$ cat src/rtl/mincnt_pkg.sv
package mincnt_pkg;

    // Which single action the counter takes at a clock edge
    typedef enum logic [1:0] {
        ACT_NONE  = 2'd0,
        ACT_UNITS = 2'd1,
        ACT_TENS  = 2'd2,
        ACT_COUNT = 2'd3
    } act_e;

    localparam int unsigned BTN_UNITS = 0;
    localparam int unsigned BTN_TENS  = 1;
    localparam int unsigned NUM_BTN   = 2;

endpackage

$ cat src/rtl/mincnt_btn_edge.sv
module mincnt_btn_edge #(
    parameter int unsigned STAGES = 2
) (
    input  logic clk,
    input  logic rst_n,
    input  logic btn_i,
    output logic rise_o
);

    localparam int unsigned TOP = STAGES - 1;

    typedef struct packed {
        logic [STAGES-1:0] sync;
        logic              last;
    } edge_st_t;

    edge_st_t state_d, state_q;

    always_comb begin
        state_d      = state_q;
        state_d.sync = {state_q.sync[STAGES-2:0], btn_i};
        state_d.last = state_q.sync[TOP];
    end

    // Reset fills the history with ones so a level held through reset is not an edge
    always_ff @(posedge clk or negedge rst_n) begin
        if (!rst_n) begin
            state_q.sync <= '1;
            state_q.last <= 1'b1;
        end else begin
            state_q <= state_d;
        end
    end

    assign rise_o = state_q.sync[TOP] & ~state_q.last;

    // an edge lasts exactly one cycle
    assert_single_pulse_R9: assert property (@(posedge clk) disable iff (!rst_n)
        rise_o |=> !rise_o);

endmodule

$ cat src/rtl/mincnt_digit.sv
module mincnt_digit #(
    parameter int unsigned W    = 4,
    parameter int unsigned MAXV = 9
) (
    input  logic         clk,
    input  logic         rst_n,
    input  logic         up_i,
    input  logic         down_i,
    output logic [W-1:0] val_o,
    output logic         at_max_o,
    output logic         at_min_o
);

    localparam logic [W-1:0] LIM  = W'(MAXV);
    localparam logic [W-1:0] ZERO = '0;
    localparam logic [W-1:0] ONE  = W'(1);

    typedef struct packed {
        logic [W-1:0] val;
    } dig_st_t;

    dig_st_t dig_d, dig_q;

    always_comb begin
        dig_d = dig_q;
        if (up_i) begin
            dig_d.val = (dig_q.val == LIM) ? ZERO : dig_q.val + ONE;
        end else if (down_i) begin
            dig_d.val = (dig_q.val == ZERO) ? LIM : dig_q.val - ONE;
        end
    end

    always_ff @(posedge clk or negedge rst_n) begin
        if (!rst_n) begin
            dig_q.val <= ZERO;
        end else begin
            dig_q <= dig_d;
        end
    end

    assign val_o    = dig_q.val;
    assign at_max_o = (dig_q.val == LIM);
    assign at_min_o = (dig_q.val == ZERO);

    // digit never leaves its decimal range
    assert_digit_range_R1: assert property (@(posedge clk) disable iff (!rst_n)
        val_o <= LIM);

    // no request keeps the digit
    assert_digit_hold_R6: assert property (@(posedge clk) disable iff (!rst_n)
        (!up_i && !down_i) |=> $stable(val_o));

endmodule

$ cat src/rtl/mincnt_top.sv
module mincnt_top #(
    parameter int unsigned DIG_W      = 4,
    parameter int unsigned UNITS_MAX  = 9,
    parameter int unsigned TENS_MAX   = 5,
    parameter int unsigned SYNC_DEPTH = 2
) (
    input  logic             clk,
    input  logic             rst_n,
    input  logic             run_en,
    input  logic             tick,
    input  logic             count_up,
    input  logic             units_btn,
    input  logic             tens_btn,
    output logic [DIG_W-1:0] units_bcd,
    output logic [DIG_W-1:0] tens_bcd,
    output logic             carry_tgl
);
    import mincnt_pkg::*;

    localparam logic [DIG_W-1:0] U_LIM = DIG_W'(UNITS_MAX);
    localparam logic [DIG_W-1:0] T_LIM = DIG_W'(TENS_MAX);

    logic [NUM_BTN-1:0] btn_vec;
    logic [NUM_BTN-1:0] rise_vec;

    assign btn_vec[BTN_UNITS] = units_btn;
    assign btn_vec[BTN_TENS]  = tens_btn;

    for (genvar gi = 0; gi < NUM_BTN; gi++) begin : g_btn
        mincnt_btn_edge #(.STAGES(SYNC_DEPTH)) u_edge (
            .clk    (clk),
            .rst_n  (rst_n),
            .btn_i  (btn_vec[gi]),
            .rise_o (rise_vec[gi])
        );
    end

    typedef struct packed {
        logic carry;
    } top_st_t;

    top_st_t top_d, top_q;
    act_e    act;
    logic    u_up, u_dn, t_up, t_dn, wrap;
    logic    u_max, u_min, t_max, t_min;

    always_comb begin
        if (rise_vec[BTN_UNITS]) begin
            act = ACT_UNITS;
        end else if (rise_vec[BTN_TENS]) begin
            act = ACT_TENS;
        end else if (run_en && tick) begin
            act = ACT_COUNT;
        end else begin
            act = ACT_NONE;
        end

        u_up = (act == ACT_UNITS) || ((act == ACT_COUNT) && count_up);
        u_dn = (act == ACT_COUNT) && !count_up;
        t_up = (act == ACT_TENS)  || ((act == ACT_COUNT) && count_up && u_max);
        t_dn = (act == ACT_COUNT) && !count_up && u_min;
        wrap = (act == ACT_COUNT) &&
               (count_up ? (u_max && t_max) : (u_min && t_min));

        top_d       = top_q;
        top_d.carry = top_q.carry ^ wrap;
    end

    always_ff @(posedge clk or negedge rst_n) begin
        if (!rst_n) begin
            top_q.carry <= 1'b0;
        end else begin
            top_q <= top_d;
        end
    end

    mincnt_digit #(.W(DIG_W), .MAXV(UNITS_MAX)) u_units (
        .clk      (clk),
        .rst_n    (rst_n),
        .up_i     (u_up),
        .down_i   (u_dn),
        .val_o    (units_bcd),
        .at_max_o (u_max),
        .at_min_o (u_min)
    );

    mincnt_digit #(.W(DIG_W), .MAXV(TENS_MAX)) u_tens (
        .clk      (clk),
        .rst_n    (rst_n),
        .up_i     (t_up),
        .down_i   (t_dn),
        .val_o    (tens_bcd),
        .at_max_o (t_max),
        .at_min_o (t_min)
    );

    assign carry_tgl = top_q.carry;

    // top of range wraps to zero and flips the carry
    assert_up_wrap_R2: assert property (@(posedge clk) disable iff (!rst_n)
        (run_en && tick && count_up && rise_vec == '0 &&
         units_bcd == U_LIM && tens_bcd == T_LIM)
        |=> (units_bcd == '0 && tens_bcd == '0 && carry_tgl != $past(carry_tgl)));

    // zero wraps to top of range and flips the carry
    assert_down_wrap_R3: assert property (@(posedge clk) disable iff (!rst_n)
        (run_en && tick && !count_up && rise_vec == '0 &&
         units_bcd == '0 && tens_bcd == '0)
        |=> (units_bcd == U_LIM && tens_bcd == T_LIM && carry_tgl != $past(carry_tgl)));

    // idle edges keep everything
    assert_idle_hold_R6: assert property (@(posedge clk) disable iff (!rst_n)
        ((!run_en || !tick) && rise_vec == '0)
        |=> ($stable(units_bcd) && $stable(tens_bcd) && $stable(carry_tgl)));

    // units button leaves tens and carry alone
    assert_units_btn_isolated_R7: assert property (@(posedge clk) disable iff (!rst_n)
        rise_vec[BTN_UNITS] |=> ($stable(tens_bcd) && $stable(carry_tgl)));

    // tens button leaves units and carry alone
    assert_tens_btn_isolated_R8: assert property (@(posedge clk) disable iff (!rst_n)
        (rise_vec[BTN_TENS] && !rise_vec[BTN_UNITS])
        |=> ($stable(units_bcd) && $stable(carry_tgl)));

    // carry never flips except on a count step
    assert_carry_only_on_count_R4: assert property (@(posedge clk) disable iff (!rst_n)
        (!(run_en && tick) || rise_vec != '0) |=> $stable(carry_tgl));

endmodule

$ cat config.mk
export PLATFORM = sky130hd
export DESIGN_NAME = mincnt_top
export DESIGN_NICKNAME = d
export VERILOG_FILES = /design/src/rtl/mincnt_pkg.sv /design/src/rtl/mincnt_btn_edge.sv /design/src/rtl/mincnt_digit.sv /design/src/rtl/mincnt_top.sv
export SDC_FILE = /design/constraint.sdc
export NUM_CORES = 1
export LEC_CHECK = 0
export BUFFER_PORTS_ARGS = -buffer_cell sky130_fd_sc_hd__buf_2
export CAP_MARGIN = 0
export CORE_AREA = 2 2 48 50
export DETAILED_ROUTE_END_ITERATION = 10
export DIE_AREA = 0 0 50 52
export PLACE_DENSITY = 0.68
export SLEW_MARGIN = 10
export SYNTH_ARGS = -nofsm -noshare
export SYNTH_HDL_FRONTEND = slang
export SYNTH_SLANG_ARGS = --single-unit
$ cat constraint.sdc
create_clock -name clk -period 2.2 [get_ports clk]
set_clock_uncertainty 0.05 [all_clocks]
set_input_delay 0.44 -clock clk [delete_from_list [all_inputs] [get_ports clk]]
set_output_delay 0.44 -clock clk [all_outputs]
set_load 0.01 [all_outputs]
==> results of run 1 <==
## what timing repair did
action / CTS / global route
buffers inserted: 0 / 0
hold buffers: 1 / 0
endpoints found under the hold margin: 9 / 0
## power by group through the flow
stage                     clock, mW  combinational, mW  sequential [mW]
after floorplan                   0              0.317            0.473
after global placement            0              0.467            0.474
after detailed placement          0              0.474            0.477
after CTS                     0.175              0.477            0.472
after global routing          0.183              0.535            0.492
final                         0.165              0.472            0.472
## final cells by class
class | count | area [µm²]
fillers | 212 | 1116
clock inverters | 1 | 7.507
inverters | 4 | 15.01
clock buffers | 3 | 22.52
well taps | 28 | 35.03
flip-flops and latches | 15 | 382.9
multi-input cells | 62 | 396.6
repair buffers | 22 | 130.1
## logic make-up (layout without fill, tap and decap cells)
logic type / count (synthesis) / after routing / share of synthesized area (%)
AO/OA/AOI/OAI: 20 / 20 / 16.97
flip-flops: 15 / 15 / 46.79
buffers and inverters: 9 / 30 / 4.738
AND/OR/NAND/NOR: 37 / 37 / 25.99
XOR/XNOR: 4 / 4 / 4.282
multiplexers: 1 / 1 / 1.223
## sequential cells by signal, summed over array words and instances (netlist names)
register              cells
g_btn.u_edge.state_d      4
u_tens.val_o              4
u_units.val_o             4
g_btn.u_edge.state_q      2
carry_tgl                 1
## placed cells by master (no fill, tap or decap), types with 2 or more instances in the layout
cell / n
inv_1: 4
nand2b_1: 2
a31oi_1: 3
buf_2: 15
nand2_1: 9
dfstp_2: 6
or4_4: 2
or3_1: 2
dfrtp_1: 9
o211ai_1: 2
o22ai_1: 2
nor3_1: 3
nand4_1: 4
nor2b_1: 2
o21ai_0: 4
xor2_1: 2
xnor2_1: 2
clkbuf_4: 3
a21oi_1: 2
nor2_1: 5
buf_4: 6
## metal layers
| layer | global-route usage, % | vias up |
|---|---|---|
| li1 | - | 360 |
| met1 | 20.07 | 327 |
| met2 | 22.59 | 16 |
| met3 | 3.448 | 2 |
| met4 | 6.944 | 0 |
| met5 | 0 | - |
## final timing paths
| kind | from | to | slack, ps | cells past startpoint |
|---|---|---|---|---|
| min reg2reg | g_btn[0].u_edge.state_d[2]$_DFF_PN1_ | g_btn[0].u_edge.state_d[0]$_DFF_PN1_ | 310 | 0 |
| max reg2reg | u_units.val_o[1]$_DFFE_PN0P_ | u_tens.val_o[3]$_DFFE_PN0P_ | 200 | 5 |
| min | tens_btn | g_btn[1].u_edge.state_d[2]$_DFF_PN1_ | 190 | 1 |
| max | u_units.val_o[1]$_DFFE_PN0P_ | u_tens.val_o[3]$_DFFE_PN0P_ | 200 | 5 |
| max in group asynchronous | rst_n | g_btn[0].u_edge.state_q[0]$_DFF_PN1_ | 1270 | 2 |
| min in group asynchronous | rst_n | carry_tgl$_DFF_PN0_ | 530 | 2 |
## through the flow
| step | cells | cell area, µm² | setup WS [ps] | util (%) |
|---|---|---|---|---|
| after floorplan | 86 | 818.3 | 226.4 | - |
| after global placement | 130 | 949.7 | 77.38 | 45.10 |
| after detailed placement | 130 | 949.7 | 63.43 | 45.10 |
| after CTS | 135 | 989.7 | 200.6 | 47.00 |
| after global routing | 135 | 989.7 | 121.8 | 47.00 |
| final | 135 | 989.7 | 204.0 | 47.00 |
## critical path: cells and delay by family, from the launching register on
family | cells | cell delay (ps)
multiplexers | 1 | 60
flip-flops | 1 | 450
AND/OR/NAND/NOR | 4 | 1320
==> out/metrics.yaml, run 1 <==
outcome: "completed"
die_height_um: 52
portBuffers: 15
worstSetupEndpointType: "register"
syn_to_final_growth_pct: 20.95
grt.overflow.total: 0
design.core.area_mm2: 0.002106
drt-met1-wl_um: 794
grt_start_max_net_pins: 16
syn_nets: 93
met3_length_um: 74
ys_types: 37
slew_violations: 0
finalNetCount: 115
whs_ps: 190.2
tightest_slew_ps: 625.0
synthCells: 86
cts_made_buffers: 3
syn_area_um2: 818.3
top_layer: "met4"
drt_wl_total_um: 1610
worstPathRequired_ps: 2330
ant_nets: 0
fp-row-count: 17
path_max_fanout: 7
diodes: 0
synth_edf_count: 0
path_cells: "or2_4 > or4_4 > or4_4 > nand2_1 > mux2i_1"
pwr-share-comb_pct: 42.6
gp_congestion: 0.8151
clk_pin_slew_ps: 100
cpMaxStageDelayCell: "or4_4"
power_density_mw_per_mm2: 1121
hold_viol_final: 0
grt_pass1_wl_um: 2932
grt_setup_unrepaired: "false"
ctsResizeCount: 0
switching_share_pct: 41.16
met2_length_um: 728
die_x_um: 50
setup.worst_path.start_class: "register"
intPower_mw: 0.6527
first_global_vias: 654
clock_sinks: 15
drtIter0Drc: 6
period_share_pct: 90.73
dieArea_mm2: 0.002600
route.vias.total: 705
viasPerCell: 5.222
synth_top_cell_by_area: "dfrtp_1"
fin_crit_ps: 1996
dr.pass1.iters: 4
h-tree-depth: 1
max_freq_mhz: 501.0
io_pins: 16
yosysWarningCount: 0
p_total_mw: 1.109
switchingPower_mw: 0.4566
clock_latency_ps: 290
p_leak_nw: 0.4248
hp-class: "primary input to register"
maxCapViolations: 0
synth.top_cell.area_share_pct: 27.52
cts_tree: "yes"
crit_type: "register to register"
peakVddDrop_mv: 0.6592
gr-usage-all-layers_pct: 14.94
cts_root_buf: "clkbuf_4"
synth_seq_cells: 15
postSynthAreaPerCell_um2: 9.515
setup_viol: 0
netlist_top_cells_area: "dfrtp_1, dfstp_2, nand2_1, nand4_1, or4_4"
clockBufferDepth: 2
tns_ps: 0
async_flop_share_pct: 100.0
ys_seq_area_share_pct: 46.79
route.detailed.drc: 0
layout-drive-gt1-share_pct: 34.58
initial_utilization_pct: 38.86
antenna_found_initial: 0
dpl.hpwl_um: 1216
slew_headroom_pct: 57.89
cp_slowest_stage_delay_ps: 500
synth_common_cells: "dfrtp_1, nand2_1, dfstp_2"
wire_per_inst_um: 11.93
p_seq_share_pct: 42.5
cp.arrival_ps: 2120
cp_common_cell: "or4_4"
p_clk_share_pct: 14.9
synth_ff_type: "dfrtp_1"
Note: power is estimated with default switching activity, not from simulation.
==> run 2: changes to the inputs <==
- CORE_AREA: 2 2 48 50 -> 2 2 43 45
- DIE_AREA: 0 0 50 52 -> 0 0 45 47
- PLACE_DENSITY: 0.68 -> 0.81
==> run 2 against run 1 <==
Compared with the run above: die area fell by 19%; total power down 0.51%; clock power decreased by 2%; fmax shrank 1.3%; final cell count decreased by 8.9%; cell area down 2.1%; via count increased by 0.71%; critical endpoint is now u_tens.val_o[0]$_DFFE_PN0P_; largest cell class unchanged.
==> out/metrics.yaml, run 2 (synthesis gave the netlist of run 1 again) <==
outcome: "completed"
grt.overflow.total: 0  # unchanged
crit_type: "register to register"
stdcell_count: 123  # -8.9%
cpMaxStageDelayCell: "dfstp_2"
diodes: 0  # unchanged
power_density_mw_per_mm2: 1140  # +1.7%
cts_root_buf: "clkbuf_4"
tns_ps: 0  # unchanged
io_pins: 16  # unchanged
whs_ps: 191.9  # +1.704 ps
placed_cells_incl_taps: 118  # -9.2%
slew_violations: 0  # unchanged
dpl.hpwl_um: 1161  # -4.5%
layout-drive-gt1-share_pct: 33.96  # -0.62 points
min-delay-start: "tens_btn"
cts_made_buffers: 3  # unchanged
fp-row-count: 15  # -2
h-tree-depth: 1  # unchanged
gr-usage-all-layers_pct: 16.55  # +1.6 points
route.detailed.drc: 0  # unchanged
max_freq_mhz: 494.3  # -1.3%
crit_buf_inv: 0  # unchanged
tightest_slew_ps: 522.0  # -103.1 ps
grt_pass1_wl_um: 2518  # -14%
path_max_fanout: 8  # +1
clk_pin_slew_ps: 90  # about the same
slew_headroom_pct: 64.84  # +6.9 points
p_total_mw: 1.104  # -0.51%
p_leak_nw: 0.4205  # -1.0%
clockBufferDepth: 2  # unchanged
worstPathRequired_ps: 2330  # about the same
die_height_um: 47  # -9.6%
cp_slowest_stage_delay_ps: 520  # +20 ps
cts_tree: "yes"
finalNetCount: 114  # -0.87%
path_cells: "nand2b_1 > or3b_1 > or4_1 > nor2b_1 > xnor2_1"
syn_to_final_growth_pct: 18.35
worstSetupEndpointType: "register"
ant_nets: 0  # unchanged
die_x_um: 45  # -10%
viasPerCell: 5.772  # +11%
cp.arrival_ps: 2150  # +30 ps
hold_viol_final: 0  # unchanged
grt_setup_unrepaired: "false"
peakVddDrop_mv: 0.8091  # +23%
fin_crit_ps: 2023  # +27.04 ps
final_common_cell: "buf_2"
worst-r2r-cell-count: 5  # unchanged
clock_latency_ps: 280  # about the same
timing.rr.start: "g_btn[0].u_edge.state_q[0]$_DFF_PN1_"
maxCapViolations: 0  # unchanged
crit_cells: 5  # unchanged
setup.worst_path.start_class: "register"
first_global_vias: 596  # -8.9%
grt_start_max_net_pins: 16  # unchanged
clock_sinks: 15  # unchanged
final_cell_mix: "buf_2, nand2_1, dfrtp_1"
setup_viol: 0  # unchanged
wire_per_inst_um: 12.63  # +5.9%
portBuffers: 15  # unchanged
hp-class: "primary input to register"
ctsResizeCount: 0  # unchanged
crit_start: "g_btn[0].u_edge.state_q[0]$_DFF_PN1_"
dr.pass1.iters: 4  # unchanged
period_share_pct: 91.95  # +1.2 points
design.core.area_mm2: 0.001652  # -22%
gp_congestion: 0.8802  # +8.0%
fin_util_pct: 58.64  # +12 points
initial_utilization_pct: 49.55  # +11 points
cpLargestDelayFamily: "simple AND/OR/NAND/NOR gates"
drtIter0Drc: 15  # +9
dieArea_mm2: 0.002115  # -19%
whs_path_depth: 1  # unchanged
drt_wl_total_um: 1554  # -3.5%
route.vias.total: 710  # +0.71%
antenna_found_initial: 0  # unchanged
## run 2: changes by cell type in the layout (fill, tap and decap cells not counted), sizes merged
cell,delta
buf,-1
## run 2: cell type report
type                       count  area (µm²)
clock buffer                   3       22.52
clock inverter                 1       7.507
fill                         151       683.2
inverter                       4       15.01
multi-input combinational     62       396.6
sequential                    15       382.9
tap                           17       21.27
timing repair buffer          21       122.6
## run 2: repair_timing
action                                 4_1_cts  5_1_grt
hold buffers                                 1        0
buffers inserted                             0        0
endpoints found under the hold margin        9        0
## run 2: path summary, 6_finish.rpt
path | end | slack [ps]
worst max-delay path | u_tens.val_o[0]$_DFFE_PN0P_ | 180
worst min-delay path | g_btn[1].u_edge.state_d[2]$_DFF_PN1_ | 190
worst max register to register | u_tens.val_o[0]$_DFFE_PN0P_ | 180
worst min register to register | g_btn[1].u_edge.state_d[0]$_DFF_PN1_ | 310
max in group asynchronous | g_btn[0].u_edge.state_d[2]$_DFF_PN1_ | 1270
min in group asynchronous | u_tens.val_o[1]$_DFFE_PN0P_ | 540
## run 2: metrics by stage
stage | worst slack [ps] | area, µm²
finish | 177.0 | 968.4
global route | 104.0 | 968.4
global placement | 83.69 | 928.4
detailed placement | 60.77 | 928.4
floorplan | 226.4 | 818.3
CTS | 180.0 | 968.4
## run 2: power by group
group	switching (mW)	internal, mW	leakage (nW)
sequential	0.110	0.360	0.168
combinational	0.250	0.223	0.239
clock	0.0921	0.0691	0.0139
total	0.452	0.652	0.421
## run 2: worst register-to-register path, delay by kind of cell, from the launching register on
| family | cells | cell delay (ps) |
|---|---|---|
| XOR/XNOR | 1 | 120 |
| flip-flops | 1 | 520 |
| AND/OR/NAND/NOR | 4 | 1230 |
## run 2: routing by layer
metal  GRT usage, %  share of wire [%]
met2          26.00                 48
met1          22.28                 46
met4          7.059               0.90
met5              0                  0
met3          3.462                4.4
